--- src/rtl/pbus_pkg.sv ---
package pbus_pkg;
    localparam int BUS_W  = 32;
    localparam int ADDR_W = 20;

    typedef enum logic [1:0] {ASZ_NONE, ASZ_4, ASZ_12, ASZ_20} asize_e;
    typedef enum logic [1:0] {DSZ_8, DSZ_16, DSZ_24, DSZ_32}   dsize_e;

    typedef struct packed {
        asize_e asz;
        dsize_e dsz;
        logic   rd2;
        logic   wr2;
        logic   word;
        logic   rw;
    } cfg_t;

    localparam cfg_t CFG_RST = '{asz: ASZ_NONE, dsz: DSZ_8, rd2: 1'b0,
                                 wr2: 1'b0, word: 1'b0, rw: 1'b0};

    typedef enum logic [2:0] {
        S_IDLE, S_WR_ONE, S_WR_ADDR, S_WR_DATA, S_RD_ONE, S_RD_ADDR, S_RD_CAPT
    } state_e;

    // pins carrying the address for a width code
    function automatic logic [BUS_W-1:0] addr_pins(asize_e a);
        logic [BUS_W-1:0] m;
        case (a)
            ASZ_4:   m = 32'h0F00_0000;
            ASZ_12:  m = 32'h0FFF_0000;
            ASZ_20:  m = 32'h0FFF_FF00;
            default: m = '0;
        endcase
        return m;
    endfunction

    // pins carrying data for a width code and lane mode
    function automatic logic [BUS_W-1:0] data_pins(dsize_e d, logic w);
        logic [BUS_W-1:0] m;
        case (d)
            DSZ_8:   m = w ? 32'hFF00_0000 : 32'h0000_00FF;
            DSZ_16:  m = w ? 32'hFFFF_0000 : 32'h0000_FFFF;
            DSZ_24:  m = 32'h00FF_FFFF;
            default: m = 32'hFFFF_FFFF;
        endcase
        return m;
    endfunction

    function automatic logic cfg_legal(cfg_t c);
        logic ok;
        ok = ((addr_pins(c.asz) & data_pins(c.dsz, c.word)) == '0);
        if (c.dsz == DSZ_32 && !(c.rd2 || c.wr2)) ok = 1'b0;
        return ok;
    endfunction
endpackage

--- src/rtl/pbus_cfg.sv ---
module pbus_cfg
    import pbus_pkg::*;
(
    input  logic             clk,
    input  logic             rst_n,
    input  logic             cfg_load,
    input  cfg_t             cfg_in,
    output cfg_t             cfg_q,
    output logic             err_q,
    output logic             dir_mode,
    output logic [BUS_W-1:0] unused_mask
);
    always_ff @(posedge clk) begin
        if (!rst_n) begin
            cfg_q <= CFG_RST;
            err_q <= 1'b0;
        end else if (cfg_load) begin
            cfg_q <= cfg_in;
            err_q <= !cfg_legal(cfg_in);
        end
    end

    always_comb begin
        dir_mode    = cfg_q.rw | cfg_q.rd2 | cfg_q.wr2;
        unused_mask = ~(addr_pins(cfg_q.asz) | data_pins(cfg_q.dsz, cfg_q.word));
    end

    // the error flag moves only on an accepted configuration write
    a_r6_err_sticky: assert property (@(posedge clk) disable iff (!rst_n)
        !cfg_load |=> (err_q == $past(err_q)));
endmodule

--- src/rtl/pbus_lanes.sv ---
module pbus_lanes
    import pbus_pkg::*;
(
    input  asize_e            asz,
    input  dsize_e            dsz,
    input  logic              word,
    input  logic [ADDR_W-1:0] addr,
    input  logic [BUS_W-1:0]  wdata,
    input  logic [BUS_W-1:0]  pins_in,
    output logic [BUS_W-1:0]  addr_field,
    output logic [BUS_W-1:0]  addr_mask,
    output logic [BUS_W-1:0]  data_field,
    output logic [BUS_W-1:0]  data_mask,
    output logic [BUS_W-1:0]  rd_lane
);
    always_comb begin
        addr_mask = addr_pins(asz);
        data_mask = data_pins(dsz, word);
        unique case (asz)
            ASZ_NONE: addr_field = '0;
            ASZ_4:    addr_field = {4'h0, addr[3:0], 24'h0};
            ASZ_12:   addr_field = {4'h0, addr[11:0], 16'h0};
            ASZ_20:   addr_field = {4'h0, addr[19:0], 8'h0};
            default:  addr_field = '0;
        endcase
        unique case (dsz)
            DSZ_8: begin
                data_field = word ? {wdata[7:0], 24'h0} : {24'h0, wdata[7:0]};
                rd_lane    = word ? {24'h0, pins_in[31:24]} : {24'h0, pins_in[7:0]};
            end
            DSZ_16: begin
                data_field = word ? {wdata[15:0], 16'h0} : {16'h0, wdata[15:0]};
                rd_lane    = word ? {16'h0, pins_in[31:16]} : {16'h0, pins_in[15:0]};
            end
            DSZ_24: begin
                data_field = {8'h0, wdata[23:0]};
                rd_lane    = {8'h0, pins_in[23:0]};
            end
            default: begin
                data_field = wdata;
                rd_lane    = pins_in;
            end
        endcase
    end
endmodule

--- src/rtl/pbus_seq.sv ---
module pbus_seq
    import pbus_pkg::*;
(
    input  logic              clk,
    input  logic              rst_n,
    input  logic              req_valid,
    input  logic              req_write,
    input  logic [ADDR_W-1:0] req_addr,
    input  logic [BUS_W-1:0]  req_wdata,
    input  logic              cfg_we,
    input  logic              err,
    input  logic              rd2,
    input  logic              wr2,
    input  logic [BUS_W-1:0]  addr_field,
    input  logic [BUS_W-1:0]  addr_mask,
    input  logic [BUS_W-1:0]  data_field,
    input  logic [BUS_W-1:0]  data_mask,
    input  logic [BUS_W-1:0]  rd_lane,
    output logic              req_ready,
    output logic              idle,
    output logic [ADDR_W-1:0] lat_addr,
    output logic [BUS_W-1:0]  lat_wdata,
    output logic [BUS_W-1:0]  bus_out,
    output logic [BUS_W-1:0]  bus_oe,
    output logic              bus_rd,
    output logic              bus_wr,
    output logic              rsp_valid,
    output logic [BUS_W-1:0]  rsp_rdata
);
    state_e state_q, state_d;
    logic   accept, capture;

    assign idle      = (state_q == S_IDLE);
    assign req_ready = idle && !err && !cfg_we;
    assign accept    = req_valid && req_ready;
    assign capture   = (state_q == S_RD_ONE) || (state_q == S_RD_CAPT);

    always_comb begin
        state_d = state_q;
        unique case (state_q)
            S_IDLE: if (accept) begin
                if (req_write) state_d = wr2 ? S_WR_ADDR : S_WR_ONE;
                else           state_d = rd2 ? S_RD_ADDR : S_RD_ONE;
            end
            S_WR_ADDR: state_d = S_WR_DATA;
            S_RD_ADDR: state_d = S_RD_CAPT;
            S_WR_ONE, S_WR_DATA, S_RD_ONE, S_RD_CAPT: state_d = S_IDLE;
            default:   state_d = S_IDLE;
        endcase
    end

    always_ff @(posedge clk) begin
        if (!rst_n) state_q <= S_IDLE;
        else        state_q <= state_d;
    end

    always_ff @(posedge clk) begin
        if (!rst_n) begin
            lat_addr  <= '0;
            lat_wdata <= '0;
            rsp_valid <= 1'b0;
            rsp_rdata <= '0;
        end else begin
            if (accept) begin
                lat_addr  <= req_addr;
                lat_wdata <= req_wdata;
            end
            rsp_valid <= capture;
            if (capture) rsp_rdata <= rd_lane;
        end
    end

    always_comb begin
        bus_out = '0;
        bus_oe  = '0;
        bus_rd  = 1'b0;
        bus_wr  = 1'b0;
        unique case (state_q)
            S_WR_ONE: begin
                bus_wr  = 1'b1;
                bus_out = addr_field | data_field;
                bus_oe  = addr_mask | data_mask;
            end
            S_WR_ADDR: begin
                bus_wr  = 1'b1;
                bus_out = addr_field;
                bus_oe  = addr_mask;
            end
            S_WR_DATA: begin
                bus_out = data_field;
                bus_oe  = data_mask;
            end
            S_RD_ONE, S_RD_ADDR: begin
                bus_rd  = 1'b1;
                bus_out = addr_field;
                bus_oe  = addr_mask;
            end
            S_RD_CAPT: begin
                bus_out = addr_field;
                bus_oe  = addr_mask;
            end
            default: ;
        endcase
    end

    // the data phase of a write always follows its address phase
    a_r8_data_after_addr: assert property (@(posedge clk) disable iff (!rst_n)
        (state_q == S_WR_DATA) |-> ($past(state_q) == S_WR_ADDR));
    // the capture cycle of a read always follows its strobe cycle
    a_r10_capt_after_addr: assert property (@(posedge clk) disable iff (!rst_n)
        (state_q == S_RD_CAPT) |-> ($past(state_q) == S_RD_ADDR));
    // a response appears only one cycle after a capture state
    a_r9_rsp_after_capture: assert property (@(posedge clk) disable iff (!rst_n)
        rsp_valid |-> ($past(state_q) == S_RD_ONE || $past(state_q) == S_RD_CAPT));
endmodule

--- src/rtl/pbus_host.sv ---
module pbus_host
    import pbus_pkg::*;
(
    input  logic        clk,
    input  logic        rst_n,
    input  logic        cfg_we,
    input  logic [1:0]  cfg_asize,
    input  logic [1:0]  cfg_dsize,
    input  logic        cfg_rd2,
    input  logic        cfg_wr2,
    input  logic        cfg_word,
    input  logic        cfg_rw,
    input  logic        req_valid,
    output logic        req_ready,
    input  logic        req_write,
    input  logic [19:0] req_addr,
    input  logic [31:0] req_wdata,
    output logic        rsp_valid,
    output logic [31:0] rsp_rdata,
    output logic        cfg_err,
    output logic        dir_mode,
    output logic [31:0] unused_mask,
    output logic [31:0] bus_out,
    output logic [31:0] bus_oe,
    input  logic [31:0] bus_in,
    output logic        bus_rd,
    output logic        bus_wr
);
    cfg_t              cfg_in, cfg_q;
    logic              idle, cfg_load;
    logic [ADDR_W-1:0] lat_addr;
    logic [BUS_W-1:0]  lat_wdata, addr_field, addr_mask, data_field, data_mask, rd_lane;

    assign cfg_in   = '{asz: asize_e'(cfg_asize), dsz: dsize_e'(cfg_dsize),
                        rd2: cfg_rd2, wr2: cfg_wr2, word: cfg_word, rw: cfg_rw};
    assign cfg_load = cfg_we && idle;

    pbus_cfg u_cfg (
        .clk(clk), .rst_n(rst_n), .cfg_load(cfg_load), .cfg_in(cfg_in),
        .cfg_q(cfg_q), .err_q(cfg_err), .dir_mode(dir_mode), .unused_mask(unused_mask)
    );

    pbus_lanes u_lanes (
        .asz(cfg_q.asz), .dsz(cfg_q.dsz), .word(cfg_q.word),
        .addr(lat_addr), .wdata(lat_wdata), .pins_in(bus_in),
        .addr_field(addr_field), .addr_mask(addr_mask),
        .data_field(data_field), .data_mask(data_mask), .rd_lane(rd_lane)
    );

    pbus_seq u_seq (
        .clk(clk), .rst_n(rst_n), .req_valid(req_valid), .req_write(req_write),
        .req_addr(req_addr), .req_wdata(req_wdata), .cfg_we(cfg_we), .err(cfg_err),
        .rd2(cfg_q.rd2), .wr2(cfg_q.wr2),
        .addr_field(addr_field), .addr_mask(addr_mask),
        .data_field(data_field), .data_mask(data_mask), .rd_lane(rd_lane),
        .req_ready(req_ready), .idle(idle), .lat_addr(lat_addr), .lat_wdata(lat_wdata),
        .bus_out(bus_out), .bus_oe(bus_oe), .bus_rd(bus_rd), .bus_wr(bus_wr),
        .rsp_valid(rsp_valid), .rsp_rdata(rsp_rdata)
    );

    // enabled pins stay inside the pins the configuration claims
    a_r12_oe_within_used: assert property (@(posedge clk) disable iff (!rst_n)
        (bus_oe & unused_mask) == '0);
    // undriven pins carry zero
    a_r12_out_zero_undriven: assert property (@(posedge clk) disable iff (!rst_n)
        (bus_out & ~bus_oe) == '0);
    // the strobes are exclusive
    a_r14_strobes_exclusive: assert property (@(posedge clk) disable iff (!rst_n)
        !(bus_rd && bus_wr));
    // an error blocks every strobe
    a_r14_err_no_strobe: assert property (@(posedge clk) disable iff (!rst_n)
        (cfg_err && $past(cfg_err) && idle) |=> !(bus_rd || bus_wr));
endmodule

--- config.mk ---
export PLATFORM = sky130hd
export DESIGN_NAME = pbus_host
export DESIGN_NICKNAME = d
export VERILOG_FILES = /design/src/rtl/pbus_pkg.sv /design/src/rtl/pbus_cfg.sv /design/src/rtl/pbus_lanes.sv /design/src/rtl/pbus_seq.sv /design/src/rtl/pbus_host.sv
export SDC_FILE = /design/constraint.sdc
export NUM_CORES = 1
export LEC_CHECK = 0
export ABC_AREA = 1
export ABC_CLOCK_PERIOD_IN_PS = 2400
export BUFFER_PORTS_ARGS = -buffer_cell sky130_fd_sc_hd__buf_2
export CORE_MARGIN = 1
export CORE_UTILIZATION = 30
export CTS_CLUSTER_DIAMETER = 200
export DETAILED_ROUTE_END_ITERATION = 6
export PLACE_DENSITY_LB_ADDON = 0.08
export SYNTH_ARGS = -nofsm -noshare
export SYNTH_HDL_FRONTEND = slang
export SYNTH_SLANG_ARGS = --single-unit
--- constraint.sdc ---
create_clock -name clk -period 2.4 [get_ports clk]
set_input_delay 0.6 -clock clk [delete_from_list [all_inputs] [get_ports clk]]
set_output_delay 0.6 -clock clk [all_outputs]
set_load 0.02 [all_outputs]
==> results_dict.tcl <==
set metrics [dict create \
    outcome "finished clean" \
    endpoint_kind "primary output" \
    r2r_end "u_seq.rsp_rdata[23]$_SDFFE_PN0P_" \
    period_share_pct 97.3 \
    postSynth.asyncResetShare_pct 0 \
    ys_seq_area_share_pct 35.1 \
    cts-root-buf "clkbuf_16" \
    cts.clk_slew.worst_paths_ns 0.08 \
    drive_gt1_share_pct 30.9 \
    ant_nets 0 \
    setup_viol 0 \
    grt_use_total_pct 21.1 \
    synth-seq-cells 97 \
    place_ws_ns 0.171 \
    final.setup_skew_ns 0.00998 \
    internal_power_mw 3.03 \
    regArea_um2 1960 \
    cap_violations 0 \
    syn_area_um2 5530 \
    min_period_ns 2.33 \
    yosys-top-cells-area "dfxtp_1 (35%), nand2_1 (15%), nor2_1 (11%)" \
    via_per_inst 4.55 \
    multi_input_area_um2 2650 \
    slowest_delay_ns 0.35 \
    cts_htree_levels 3 \
    synth_top_area_share_pct 35.1 \
    grt.overflow.total 0 \
    synth_area_leader_cell "dfxtp_1" \
    insertion_delay_ns 0.36 \
    hp-start "u_cfg.cfg_q[0]$_SDFFE_PN0P_" \
    first_pass_iters 5 \
    io_pins 231 \
    worst_pin_slew_ns 0.599 \
    dieArea_um2 19000 \
    wirelength_um 20100 \
    setup_ws_ns 0.0657 \
    path_class "register to primary output" \
    seqPwrFrac_pct 38.9 \
    synth_warnings 0 \
    holdPathEnd "u_cfg.cfg_q[0]$_SDFFE_PN0P_" \
    critPathMaxFanout 8 \
    fin_nets 1155 \
    r2r_start "u_seq.state_q[1]$_SDFFE_PN0P_" \
    grt_pass1_vias 5490 \
    vias 5879 \
    gp_congestion 0.810 \
    rows 49 \
    cts_buffer_depth 2 \
    clock_sinks 97 \
    initial_core_util_pct 30.7 \
    dp_hpwl_um 15300 \
    grt_max_degree 106 \
    worst_ep_arrival_time_ns 1.73 \
    peakVddDrop_mv 0.327 \
    critPathLaunchType "register" \
    ff2ff_setup_slack_ns 0.70 \
    grt_pass1_wl_um 30000 \
    nFillCells 2083 \
    drc 0 \
    slew_violations 0 \
    pwr-share-clk_pct 32.5 \
    core_region_area_um2 18000 \
    syn_to_final_growth_pct 28.6 \
    max_freq_mhz 428 \
    hold_viol 0 \
    p_switching_mw 1.71 \
    p_comb_share_pct 28.6 \
    antenna_found_initial 0 \
    io_buffer_count 230 \
    synth_ff_type "dfxtp_1" \
    initialDrtViolationCount 270 \
    rsz0062_at_grt "true" \
    reg2reg_depth 5 \
    crit_chain "buf_8 -> nor2_8 -> nor2_1 -> o21ai_1 -> nand3_4 -> buf_4" \
    total_power_mw 4.73 \
    holdPathStages 2 \
    routedWlPerCell_um 15.5 \
    cts-buffers-inserted 9 \
    leakage_nw 3.72 \
    worst_path_max_delay_cell "dfxtp_2" \
    synth_cell_type_count 29 \
    synthesis.instances 875 \
    power.density_nw_per_um2 666 \
    synth_edf_count 0 \
    max_slew_margin_pct 59.9 \
    die_x_um 138 \
    swShare_pct 36.1 \
    die_y_um 138 \
    tritoncts "done" \
    cp_data_required_time_ns 1.80 \
    n_antenna_cell 0 \
    syn_avg_cell_area_um2 6.32 \
    syn_nets 972 \
    hp-class "register to register" \
]
[timing repair]
action                     CTS  global route
hold buffers                 0             0
resized for setup           22            38
buffers inserted             4             6
cloned                       0             0
setup endpoints to repair   52            72
pin swaps                    5             6
[registers in the layout (all words and copies together) (netlist names)]
register and flops:
u_cfg.err_q 1, u_seq.lat_wdata 32, u_seq.lat_addr 20, u_seq.rsp_rdata 32, u_seq.rsp_valid 1, u_cfg.cfg_q 8
u_seq.state_q 3
[final cells by class]
type	instances	share of cell area [%]
Timing Repair Buffer	270	21.8
Multi-Input combinational cell	589	37.3
Clock inverter	7	1.18
Clock buffer	9	3.17
Tap cell	229	4.03
Sequential cell	97	27.5
Inverter	91	5.00
[metal layers]
| layer | share of wire [%] | GRT usage, % | vias up |
|---|---|---|---|
| li1 | - | - | 3043 |
| met1 | 48 | 28.6 | 2641 |
| met2 | 45 | 34.1 | 182 |
| met3 | 5.7 | 4.56 | 13 |
| met4 | 1.2 | 4.53 | 0 |
| met5 | 0 | 0 | - |
[cells by family after synthesis]
group                  synth area share [%]
and+or+nand+nor                        33.6
DFF                                    35.1
AOI/OAI and AO/OA                      12.7
buffers and inverters                  18.6
[worst max path at each step]
stage | from | to | slack, ns | depth (start not counted)
final | u_cfg.cfg_q[5]$_SDFFE_PN0P_ | bus_oe[9] | 0.07 | 6
after global routing | u_cfg.cfg_q[5]$_SDFFE_PN0P_ | bus_oe[8] | -0.05 | 6
after CTS | u_cfg.cfg_q[5]$_SDFFE_PN0P_ | bus_out[24] | 0.002 | 9
after detailed placement | u_seq.state_q[2]$_SDFFE_PN0P_ | bus_out[0] | 0.17 | 6
after global placement | u_seq.state_q[2]$_SDFFE_PN0P_ | bus_out[0] | 0.24 | 6
after floorplan | u_cfg.cfg_q[5]$_SDFFE_PN0P_ | unused_mask[25] | 0.01 | 4
[per-stage QoR]
step	hold slack, ns	cells	TNS (ns)	instance area (um2)	util (%)
6_report	0.456	1292	0	7110	39.5
5_1_grt	0.455	1292	-0.731	7110	39.5
4_1_cts	0.450	1286	0	6970	38.7
3_5_place_dp	0.449	1266	0	6550	36.3
3_3_place_gp	0.451	1266	0	6550	36.3
2_1_floorplan	0.430	875	0	5530	-
[cells in the mapped netlist (7+ instances only)]
cell type  instances
nand2_1          215
nor2_1           163
nand3_1           53
buf_2             14
buf_4             57
nor3_1             7
clkbuf_1          15
o21ai_0           73
o21ai_1           27
inv_1             85
dfxtp_1           97
a21oi_1           30
buf_6             11
[layout by cell type, fill, tap and decap left out, drive strengths merged]
| cell | netlist | final |
|---|---|---|
| o21ai | 100 | 100 |
| clkinv | 1 | 3 |
| inv | 90 | 92 |
| buf | 83 | 270 |
| or2 | 1 | 1 |
| clkinvlp | 0 | 2 |
| o221ai | 1 | 1 |
| a21oi | 30 | 30 |
| and3 | 1 | 1 |
| clkbuf | 15 | 9 |
| nand2 | 220 | 220 |
| dfxtp | 97 | 97 |
| o211ai | 5 | 5 |
| nor3 | 8 | 8 |
| nand3 | 54 | 54 |
| o22ai | 1 | 1 |
| nor2 | 168 | 168 |
| bufinv | 0 | 1 |
[worst max-delay path: cells and delay by family (launching register included)]
| kind | cells | cell delay, ns |
|---|---|---|
| AOI/OAI and AO/OA | 1 | 0.22 |
| buffers and inverters | 2 | 0.34 |
| DFF | 1 | 0.35 |
| and+or+nand+nor | 3 | 0.46 |
[power by group through the flow]
stage / clock network, mW / logic, mW / registers [mW]
2_1_floorplan: 0 / 0.945 / 1.88
5_1_grt: 1.64 / 1.52 / 1.85
4_1_cts: 1.59 / 1.33 / 1.84
3_5_place_dp: 0 / 1.30 / 1.87
6_report: 1.54 / 1.35 / 1.84
3_3_place_gp: 0 / 1.30 / 1.87
(Power assumes the default switching activity.)
